File: src/rtl/sermem_cmd_front.sv
module sermem_cmd_front #(
  parameter logic [7:0] OP_XFER   = 8'h55,
  parameter logic [7:0] OP_CFG_RD = 8'h8B,
  parameter int         CFG_W     = 9
) (
  input  logic             clk,
  input  logic             rst_n,
  input  logic             sck,
  input  logic             cs_n,
  input  logic             si,
  input  logic             busy,
  input  logic [15:0]      rb_status,
  input  logic [CFG_W-1:0] cfg_bits,
  output logic             so,
  output logic             so_oe,
  output logic             xfer_start
);
  localparam int OPC_BITS   = 8;
  localparam int FIELD_BITS = 48;
  localparam int CTRL_BITS  = 16;
  localparam int WORD_BITS  = 16;
  localparam int OUT_BITS   = 2 * WORD_BITS;
  localparam int HDR_END    = OPC_BITS + FIELD_BITS;
  localparam int FRAME_BITS = HDR_END + CTRL_BITS;
  localparam int CNT_W      = $clog2(FRAME_BITS + OUT_BITS + 2);
  localparam int OCNT_W     = $clog2(OUT_BITS + 1);

  localparam logic [CNT_W-1:0]  C_OPC   = CNT_W'(OPC_BITS);
  localparam logic [CNT_W-1:0]  C_HDR   = CNT_W'(HDR_END);
  localparam logic [CNT_W-1:0]  C_FULL  = CNT_W'(FRAME_BITS);
  localparam logic [CNT_W-1:0]  C_LAST  = CNT_W'(FRAME_BITS - 1);
  localparam logic [CNT_W-1:0]  C_MAX   = {CNT_W{1'b1}};
  localparam logic [OCNT_W-1:0] C_OUT   = OCNT_W'(OUT_BITS);

  logic                 sck_q, cs_q;
  logic [CNT_W-1:0]     cnt;
  logic [OCNT_W-1:0]    ocnt;
  logic [OPC_BITS-1:0]  opc;
  logic                 field_nz;
  logic [OUT_BITS-1:0]  oshr;

  wire sck_rise = sck & ~sck_q;
  wire sck_fall = ~sck & sck_q;
  wire cs_rise  = cs_n & ~cs_q;
  wire full     = cnt >= C_FULL;
  wire rd_ok    = (opc == OP_CFG_RD) & ~field_nz;
  wire xfer_ok  = (opc == OP_XFER) & ~field_nz & full & ~busy;

  always_ff @(posedge clk or negedge rst_n) begin
    if (!rst_n) begin
      sck_q      <= 1'b0;
      cs_q       <= 1'b1;
      cnt        <= '0;
      ocnt       <= '0;
      opc        <= '0;
      field_nz   <= 1'b0;
      oshr       <= '0;
      so         <= 1'b0;
      so_oe      <= 1'b0;
      xfer_start <= 1'b0;
    end else begin
      sck_q      <= sck;
      cs_q       <= cs_n;
      xfer_start <= 1'b0;
      if (cs_n) begin
        cnt      <= '0;
        ocnt     <= '0;
        opc      <= '0;
        field_nz <= 1'b0;
        so       <= 1'b0;
        so_oe    <= 1'b0;
        if (cs_rise && xfer_ok) xfer_start <= 1'b1;
      end else begin
        if (sck_rise) begin
          if (cnt != C_MAX) cnt <= cnt + 1'b1;
          if (cnt < C_OPC) opc <= {opc[OPC_BITS-2:0], si};
          else if (cnt < C_HDR && si) field_nz <= 1'b1;
          if (cnt == C_LAST)
            oshr <= {rb_status, {(WORD_BITS-CFG_W){1'b0}}, cfg_bits};
        end
        if (sck_fall && full && rd_ok) begin
          if (ocnt < C_OUT) begin
            so    <= oshr[OUT_BITS-1];
            oshr  <= {oshr[OUT_BITS-2:0], 1'b0};
            ocnt  <= ocnt + 1'b1;
            so_oe <= 1'b1;
          end else begin
            so_oe <= 1'b0;
          end
        end
      end
    end
  end
endmodule


File: config.mk
export PLATFORM = sky130hd
export DESIGN_NAME = sermem_cmd_front
export DESIGN_NICKNAME = d
export VERILOG_FILES = /design/src/rtl/sermem_cmd_front.sv
export SDC_FILE = /design/constraint.sdc
export NUM_CORES = 1
export LEC_CHECK = 0
export CAP_MARGIN = 20
export CORE_ASPECT_RATIO = 0.7
export CORE_MARGIN = 4
export CORE_UTILIZATION = 55
export CTS_CLUSTER_SIZE = 40
export DETAILED_ROUTE_END_ITERATION = 8
export GPL_TIMING_DRIVEN = 1
export PLACE_DENSITY = 0.82
export SYNTH_ARGS = -nofsm -noshare
export SYNTH_HDL_FRONTEND = slang
export SYNTH_SLANG_ARGS = --single-unit
File: constraint.sdc
create_clock -name clk -period 2.4 [get_ports clk]
set_input_delay 0.6 -clock clk [delete_from_list [all_inputs] [get_ports clk]]
set_output_delay 0.6 -clock clk [all_outputs]
set_load 0.05 [all_outputs]
# [Word level (Yosys, flattened, before mapping)]
# Index checks and enable logic that the tools add are counted.
[classes] add_sub_neg=2 bitwise_logic=12 n_mux=25 magnitude_cmp=4 eq_ne=5 n_reduce_logical=14
[ops] cell="32-bit two-way mux" count=4
[ops] cell="8-bit two-way mux" count=3
[ops] cell="7-bit two-way mux" count=3
[ops] cell="6-bit two-way mux" count=3
[ops] cell="1-bit two-way mux" count=12
[ops] cell="2-bit nonzero test" count=6
[ops] cell="8-bit by 7-bit equality test with 1-bit output, second input constant" count=1
[ops] cell="8-bit equality test, second input constant" count=1
[ops] cell="7-bit by 1-bit adder with 7-bit output, second input constant" count=1
[ops] cell="1-bit AND" count=7
[ops] cell="7-bit equality test, second input constant" count=1
[ops] cell="7-bit greater-or-equal comparator, second input constant" count=1
[ops] cell="7-bit by 4-bit less-than comparator with 1-bit output, second input constant" count=1
[ops] cell="7-bit by 6-bit less-than comparator with 1-bit output, second input constant" count=1
[ops] cell="7-bit inequality test, second input constant" count=1
[ops] cell="6-bit by 1-bit adder with 6-bit output, second input constant" count=1
[ops] cell="6-bit less-than comparator, second input constant" count=1
[ops] cell="2-bit AND reduction" count=3
[ops] cell="1-bit inverter" count=5
[ops] cell="1-bit logical AND" count=4
[ops] cell="3-bit AND reduction" count=1
[ops] cell="2-bit inequality test, second input constant" count=1
[word_totals] input_bits=31 elab_cells=72 register_bits=59 output_inout_bits=3

# [Longest topological paths before layout]
# Gate-level depths: netlist (run 1).
[depth] depth_word=7 depth_mapped=7 depth_no_buf=5

# [Worst setup path after synthesis (run 1)]
# OpenSTA, ideal clock, no wires.
[synth_timing] path_kind="input -> register" startpoint="input port sck" endpoint="register oshr[31]" slack_ps=474 arrival_ps=1800 t_required_ps=2274 n_path_buf=1 stages=5 cell_sequence="and4bb_2 > nand3_2 > o41a_4 > buf_6 > a221o_1"
[synth_between] elab_chain_len=5 elab_cells_between_ends=8 classes_between="mux: 3; bitwise: 3; reduce/logical: 2"
[synth_lines] element="start, declared" line_no="8" text="input logic sck,"
[synth_lines] element="parallel branches: the longest is 4 deep, another holds 32-bit two-way mux"
[synth_lines] element="32-bit two-way mux *" line_no="81" text="if (sck_fall && full && rd_ok) begin"
[synth_lines] element="end signal, assigned" line_no="79" text="oshr <= {rb_status, {(WORD_BITS-CFG_W){1'b0}}, cfg_bits};"
[synth_lines] element="end signal, assigned" line_no="84" text="oshr <= {oshr[OUT_BITS-2:0], 1'b0};"
[synth_lines] element="end, declared" line_no="40" text="logic [OUT_BITS-1:0] oshr;"
# Mark *: on every way between the ends.
# A chain may end at the register's enable or synchronous reset.

# [Worst setup path in the final report (run 1)]
[layout_timing] startpoint="input port sck" endpoint="register oshr[20]"
# Same word-level chain as after synthesis.

==> run metrics, run 1 <==
number of placed I/O pins 34; maximum fanout encountered on the critical timing path 25; setup repair after global routing missed its margin no; die area around 6100 um2; pin count of the biggest net entering global routing 32; Synthesized Nets between 200 and 300; global-route wire length before repair just under 10 mm; cell accounting for the most synthesized area sky130_fd_sc_hd__dfrtp_1; status finished clean; later-pin clock latency in the skew report ~0.34 ns; area after detailed placement around 3200 um2; leading cell types by total area after synthesis sky130_fd_sc_hd__dfrtp_1 54%, sky130_fd_sc_hd__a221o_1 8.9%, sky130_fd_sc_hd__and2_1 5.5%; # H-tree levels 3; total track usage 20.9%; cell chosen for the clock root sky130_fd_sc_hd__clkbuf_8; register-to-register path setup slack between 0.5 and 0.6 ns; share of the synthesized area in the top cell type ~54%; post-layout net count approximately 330; Post-Layout Cell Count ~370; initial DRC count between 100 and 150; sinks on the clock net 59; Netlist Area Pre-Place 2710 um2; Static Leakage between 0.0015 and 0.002 uW; Routed Wire Length 5.81 mm; total instance count after detailed placement between 300 and 400; capturing point of the worst reg2reg path oshr[20]; Total Power Consumption about 2200 uW; final hold violation count 0; clock period minus worst slack roughly 2.1 ns; Finish-stage setup viols 0; overall via count from detail_route ~2200; clock transition at the registers of the reported paths 0.07 ns; initial antenna violation count 0; Post-CTS Setup Inserts 0; r2r startpoint cnt[3]; CTS tree built; Seq/Total Area, Yosys between 50% and 60%; vias in the first global route 2039; clock tree skew after final layout ~0.0053 ns; Final period util 89.4%; Std-Cell Rows 21; peak clock frequency supported by timing 0.466 GHz; transition time of the tightest slew-check pin 0.489 ns; filler instances 342; post-detailed-placement half-perimeter wirelength 3.92 mm; hold bufs inserted after CTS 0; IR Drop Worst-Case VDD about 0.00039 V; number of register bits inferred by synthesis 59; post-CTS resize count 0; critical path launch point type input port; Pre-antenna DRT Iters 4; RD Place Congestion around 0.86; Post-Route Hold Slack between 0.2 and 0.3 ns; Synth warnings 0; Buffers on Ports 33; Die Wd 91.9 um; initial standard-cell utilization of the core 56.7%; capturing element type of the critical path flip-flop; count of cell types in the netlist 42; sum of negative setup slack 0 ns; Worst Reg2Reg Path Length in Cells 4; largest buffer count on any clock path 2; top flip-flop cell by instance count after synthesis sky130_fd_sc_hd__dfrtp_1; Vert. Die Dim around 67 um; Hold Path Class in2async; WP data required about 2.6 ns; average size of a mapped cell 10.9 um2; Placeable Area around 4800 um2; number of vias per cell between 5 and 6; final design area excluding fillers roughly 3500 um2; Synth Instances 248; number of pins exceeding their max-slew limit in the final report 0; Synth-to-Final Area Change 27.2%; proportion of synthesized flip-flops having asynchronous set or reset 100%; number of antenna-violating nets in the routed design 0; share of cells above drive strength 1 between 10% and 20%; number of synthesized flops with an enable pin 0; total clock buffers created by CTS 9; detail-routed net length per standard cell approximately 16 um; number of remaining DRC errors 0; total global routing overflow 0; Worst Path Arrival ~2.4 ns; Crit Path Category in2reg; antenna diode instance count 0; headroom to the max-slew limit roughly 67%; power density over the cells 638 nW/um2; max-cap check violation count 0
==> registers in the layout, summed over array words and instances, names as in the netlist <==
register and count:
cs_q 1, xfer_start 1, sck_q 1, opc 8, cnt 7, oshr 32
ocnt 6, so 1, field_nz 1, so_oe 1
==> through the flow <==
stage / utilization (%) / setup WS [ns]
CTS: 72.2 / 0.267
finish: 72.2 / 0.255
global route: 72.2 / 0.191
detailed placement: 67.1 / -0.0652
global placement: 67.1 / -0.0238
floorplan: - / 0.474
==> cells in the final DEF (no fill, tap or decap), types with 2 or more instances in the layout <==
cell,n
sky130_fd_sc_hd__xor2_1,2
sky130_fd_sc_hd__nor2b_1,3
sky130_fd_sc_hd__or3_1,4
sky130_fd_sc_hd__mux2i_1,2
sky130_fd_sc_hd__nand3_1,19
sky130_fd_sc_hd__nand4_1,4
sky130_fd_sc_hd__clkinv_2,2
sky130_fd_sc_hd__bufinv_16,3
sky130_fd_sc_hd__ha_1,3
sky130_fd_sc_hd__clkdlybuf4s50_1,32
sky130_fd_sc_hd__nand2_1,19
sky130_fd_sc_hd__dfrtp_1,58
sky130_fd_sc_hd__and4b_1,3
sky130_fd_sc_hd__nor2_1,13
sky130_fd_sc_hd__a21oi_1,17
sky130_fd_sc_hd__buf_12,2
sky130_fd_sc_hd__and2_1,24
sky130_fd_sc_hd__a221o_1,24
sky130_fd_sc_hd__inv_1,3
sky130_fd_sc_hd__o21ai_0,12
sky130_fd_sc_hd__buf_4,14
sky130_fd_sc_hd__clkbuf_8,10
sky130_fd_sc_hd__and4bb_2,2
==> worst max-delay path, cell delays in order <==
cell and delay, ns:
sky130_fd_sc_hd__clkdlybuf4s50_1 0.46, sky130_fd_sc_hd__and4bb_2 0.36, sky130_fd_sc_hd__nand3_2 0.10, sky130_fd_sc_hd__o41a_4 0.49, sky130_fd_sc_hd__a221o_1 0.34
==> layout make-up <==
| cell class | instances | area (um2) | share of cell area (%) |
|---|---|---|---|
| flip-flops and latches | 59 | 1480 | 42.8 |
| repair buffers | 49 | 470 | 13.6 |
| well taps | 69 | 86.3 | 2.50 |
| clock inverters | 5 | 100 | 2.90 |
| clock buffers | 11 | 141 | 4.10 |
| multi-input cells | 172 | 1160 | 33.7 |
| inverters | 3 | 11.3 | 0.326 |
==> cells in the mapped netlist, types with 2 or more instances <==
cell                        n
sky130_fd_sc_hd__a221o_1   24
sky130_fd_sc_hd__and4bb_2   2
sky130_fd_sc_hd__dfrtp_1   58
sky130_fd_sc_hd__o21ai_0   12
sky130_fd_sc_hd__nor2b_1    3
sky130_fd_sc_hd__buf_6      2
sky130_fd_sc_hd__clkbuf_1  11
sky130_fd_sc_hd__a21oi_1   17
sky130_fd_sc_hd__ha_1       3
sky130_fd_sc_hd__or3_1      4
sky130_fd_sc_hd__nand3_1   19
sky130_fd_sc_hd__nor2_1    13
sky130_fd_sc_hd__and4b_1    3
sky130_fd_sc_hd__xor2_1     2
sky130_fd_sc_hd__inv_1      3
sky130_fd_sc_hd__mux2i_1    2
sky130_fd_sc_hd__and2_1    24
sky130_fd_sc_hd__nand4_1    4
sky130_fd_sc_hd__nand2_1   19
==> worst max-delay path by stage <==
stage | start | to | depth (start not counted)
finish | sck | oshr[20] | 5
detailed placement | sck | oshr[20] | 5
floorplan | sck | oshr[31] | 5
global route | sck | oshr[5] | 5
CTS | so | so | 1
global placement | sck | oshr[19] | 5
==> cell families (layout without fill, tap and decap cells) <==
family / after synthesis / count (layout) / synth area share [%]
adders and majority gates: 3 / 3 / 1.38
xor gates and xnor gates: 3 / 3 / 0.969
buffers and inverters: 17 / 68 / 2.95
and+or+nand+nor: 103 / 103 / 22.4
AOI/OAI and AO/OA: 60 / 60 / 16.7
DFF: 59 / 59 / 54.5
muxes: 3 / 3 / 1.15
==> routing by layer <==
layer  vias to the layer above  global-route usage (%)  share of wire [%]
met4                         0                    7.78                1.6
li1                       1004                       -                  -
met2                        54                    31.5                 49
met3                        10                    5.76                4.5
met5                         -                       0                  0
met1                      1082                    29.1                 45
==> where the power goes <==
group	switching, uW	internal [uW]	total [uW]
clock	378	715	1090
sequential	4.64	1000	1000
combinational	46.5	57.1	104
Power figures use the tool's default switching activity.
==> inputs of run 2 (changes only) <==
- CAP_MARGIN: 20 -> default
- PLACE_DENSITY: 0.82 -> 0.78
==> run metrics, run 2 (synthesized netlist as in run 1, its figures left out) <==
# H-tree levels 3; Synth-to-Final Area Change 27.4%; Worst Reg2Reg Path Length in Cells 4; headroom to the max-slew limit a little over three fifths; number of antenna-violating nets in the routed design 0; post-detailed-placement half-perimeter wirelength 3.75 mm; Static Leakage about 0.0015 uW; final hold violation count 0; cell chosen for the clock root sky130_fd_sc_hd__clkbuf_8; Combinational Power Share under 10%; power density over the cells about 650 nW/um2; capturing element type of the critical path flip-flop; number of flip-flops under the largest register name 32; total track usage approximately a fifth; Pre-antenna DRT Iters 4; detail-routed net length per standard cell roughly 15 um; met3 wire len 307 um; number of vias per cell between 5 and 6; die area roughly 6000 um2; cell-internal power roughly 1800 uW; post-CTS resize count 0; number of pins exceeding their max-slew limit in the final report 0; biggest registers after layout oshr: 32 flops, opc: 8 flops, cnt: 7 flops; filler instances 344; CTS tree built; later-pin clock latency in the skew report about 0.35 ns; overall via count from detail_route between 2000 and 2500; most common cell after layout, fill and taps aside sky130_fd_sc_hd__dfrtp_1; Routed Wire Length roughly 5.5 mm; r2r startpoint cnt[3]; clock transition at the registers of the reported paths roughly 0.07 ns; Post-CTS Setup Inserts 0; Total Power Consumption between 2000 and 2500 uW; Die Wd ~90 um; Seq pwr share around 45%; vias in the first global route ~1900; antenna diode instance count 0; Hold Path Class in2async; routed metal-1 wirelength around 2.7 mm; total clock buffers created by CTS 9; setup repair after global routing missed its margin no; register ranked first by flip-flop count oshr; peak clock frequency supported by timing around 0.47 GHz; total instance count after detailed placement 350; detailed-routed wire length on met2 between 2 and 2.5 mm; capturing point of the worst reg2reg path oshr[21]; Worst Path Arrival 2.37 ns; Vert. Die Dim between 60 and 70 um; critical path launch point type input port; Crit Path Category in2reg; total global routing overflow 0; initial antenna violation count 0; number of remaining DRC errors 0; Buffers on Ports 33; largest buffer count on any clock path 2; switching share of total power 21.3%; Placeable Area roughly 4800 um2; initial DRC count ~110; most frequent cells in the layout 58 x sky130_fd_sc_hd__dfrtp_1, 32 x sky130_fd_sc_hd__clkdlybuf4s50_1, 24 x sky130_fd_sc_hd__and2_1, 24 x sky130_fd_sc_hd__a221o_1; max-cap check violation count 0; initial standard-cell utilization of the core between 50% and 60%; pin count of the biggest net entering global routing 36; clock period minus worst slack about 2.1 ns; status finished clean; global-route wire length before repair 9.49 mm; total net switching power around 480 uW; IR Drop Worst-Case VDD 0.000502 V; share of cells above drive strength 1 between 10% and 20%; post-layout net count roughly 330; hold bufs inserted after CTS 0; maximum fanout encountered on the critical timing path 25; Std-Cell Rows 21; uppermost signal routing layer after detailed routing met4; transition time of the tightest slew-check pin between 0.5 and 0.6 ns; Clk network pwr share 50.3%; sinks on the clock net 59; Finish-stage setup viols 0; RD Place Congestion ~0.85; register-to-register path setup slack roughly 0.53 ns; number of placed I/O pins 34; clock tree skew after final layout 0.00653 ns; WP data required between 2 and 3 ns; Post-Layout Cell Count around 370; Final period util a little under 90%
## run 2: worst max-delay path by stage
stage | endpoint | from | depth (start not counted)
after floorplan | oshr[31] | sck | 5
after global placement | oshr[19] | sck | 5
after detailed placement | oshr[8] | sck | 5
after CTS | oshr[21] | sck | 5
after global routing | oshr[25] | sck | 5
final | oshr[21] | sck | 5
## run 2: cell type report
type	instances	area, um2	area share (%)
Inverter	3	11.3	0.326
Clock buffer	9	124	3.58
Sequential cell	59	1480	42.8
Tap cell	69	86.3	2.50
Multi-Input combinational cell	172	1160	33.7
Clock inverter	7	125	3.62
Timing Repair Buffer	47	468	13.5
## run 2: power by group through the flow
stage | sequential (uW) | clock, uW | combinational [uW]
floorplan | 1020 | 0 | 23.1
global placement | 1020 | 0 | 104
detailed placement | 1020 | 0 | 105
CTS | 1000 | 1140 | 106
global route | 1000 | 1190 | 115
finish | 1000 | 1120 | 104
## run 2: critical path: stages
cell and delay, ns:
sky130_fd_sc_hd__clkdlybuf4s50_1 0.48, sky130_fd_sc_hd__and4bb_2 0.36, sky130_fd_sc_hd__nand3_2 0.10, sky130_fd_sc_hd__o41a_4 0.49
sky130_fd_sc_hd__a221o_1 0.34
## run 2: metrics by stage
step | hold WS, ns | setup slack (ns) | area [um2] | setup TNS [ns] | util (%)
2_1_floorplan | 0.304 | 0.474 | 2710 | 0 | -
3_3_place_gp | 0.476 | -0.0557 | 3210 | -1.28 | 67.1
3_5_place_dp | 0.494 | -0.114 | 3210 | -2.35 | 67.1
4_1_cts | 0.237 | 0.259 | 3460 | 0 | 72.3
5_1_grt | 0.272 | 0.177 | 3460 | 0 | 72.3
6_report | 0.239 | 0.255 | 3460 | 0 | 72.3
## run 2: metal layers
layer  vias up  global-route usage (%)
li1       1002                       -
met1       989                    29.3
met2        58                    28.9
met3         8                    8.47
met4         0                    5.00
met5         -                       0
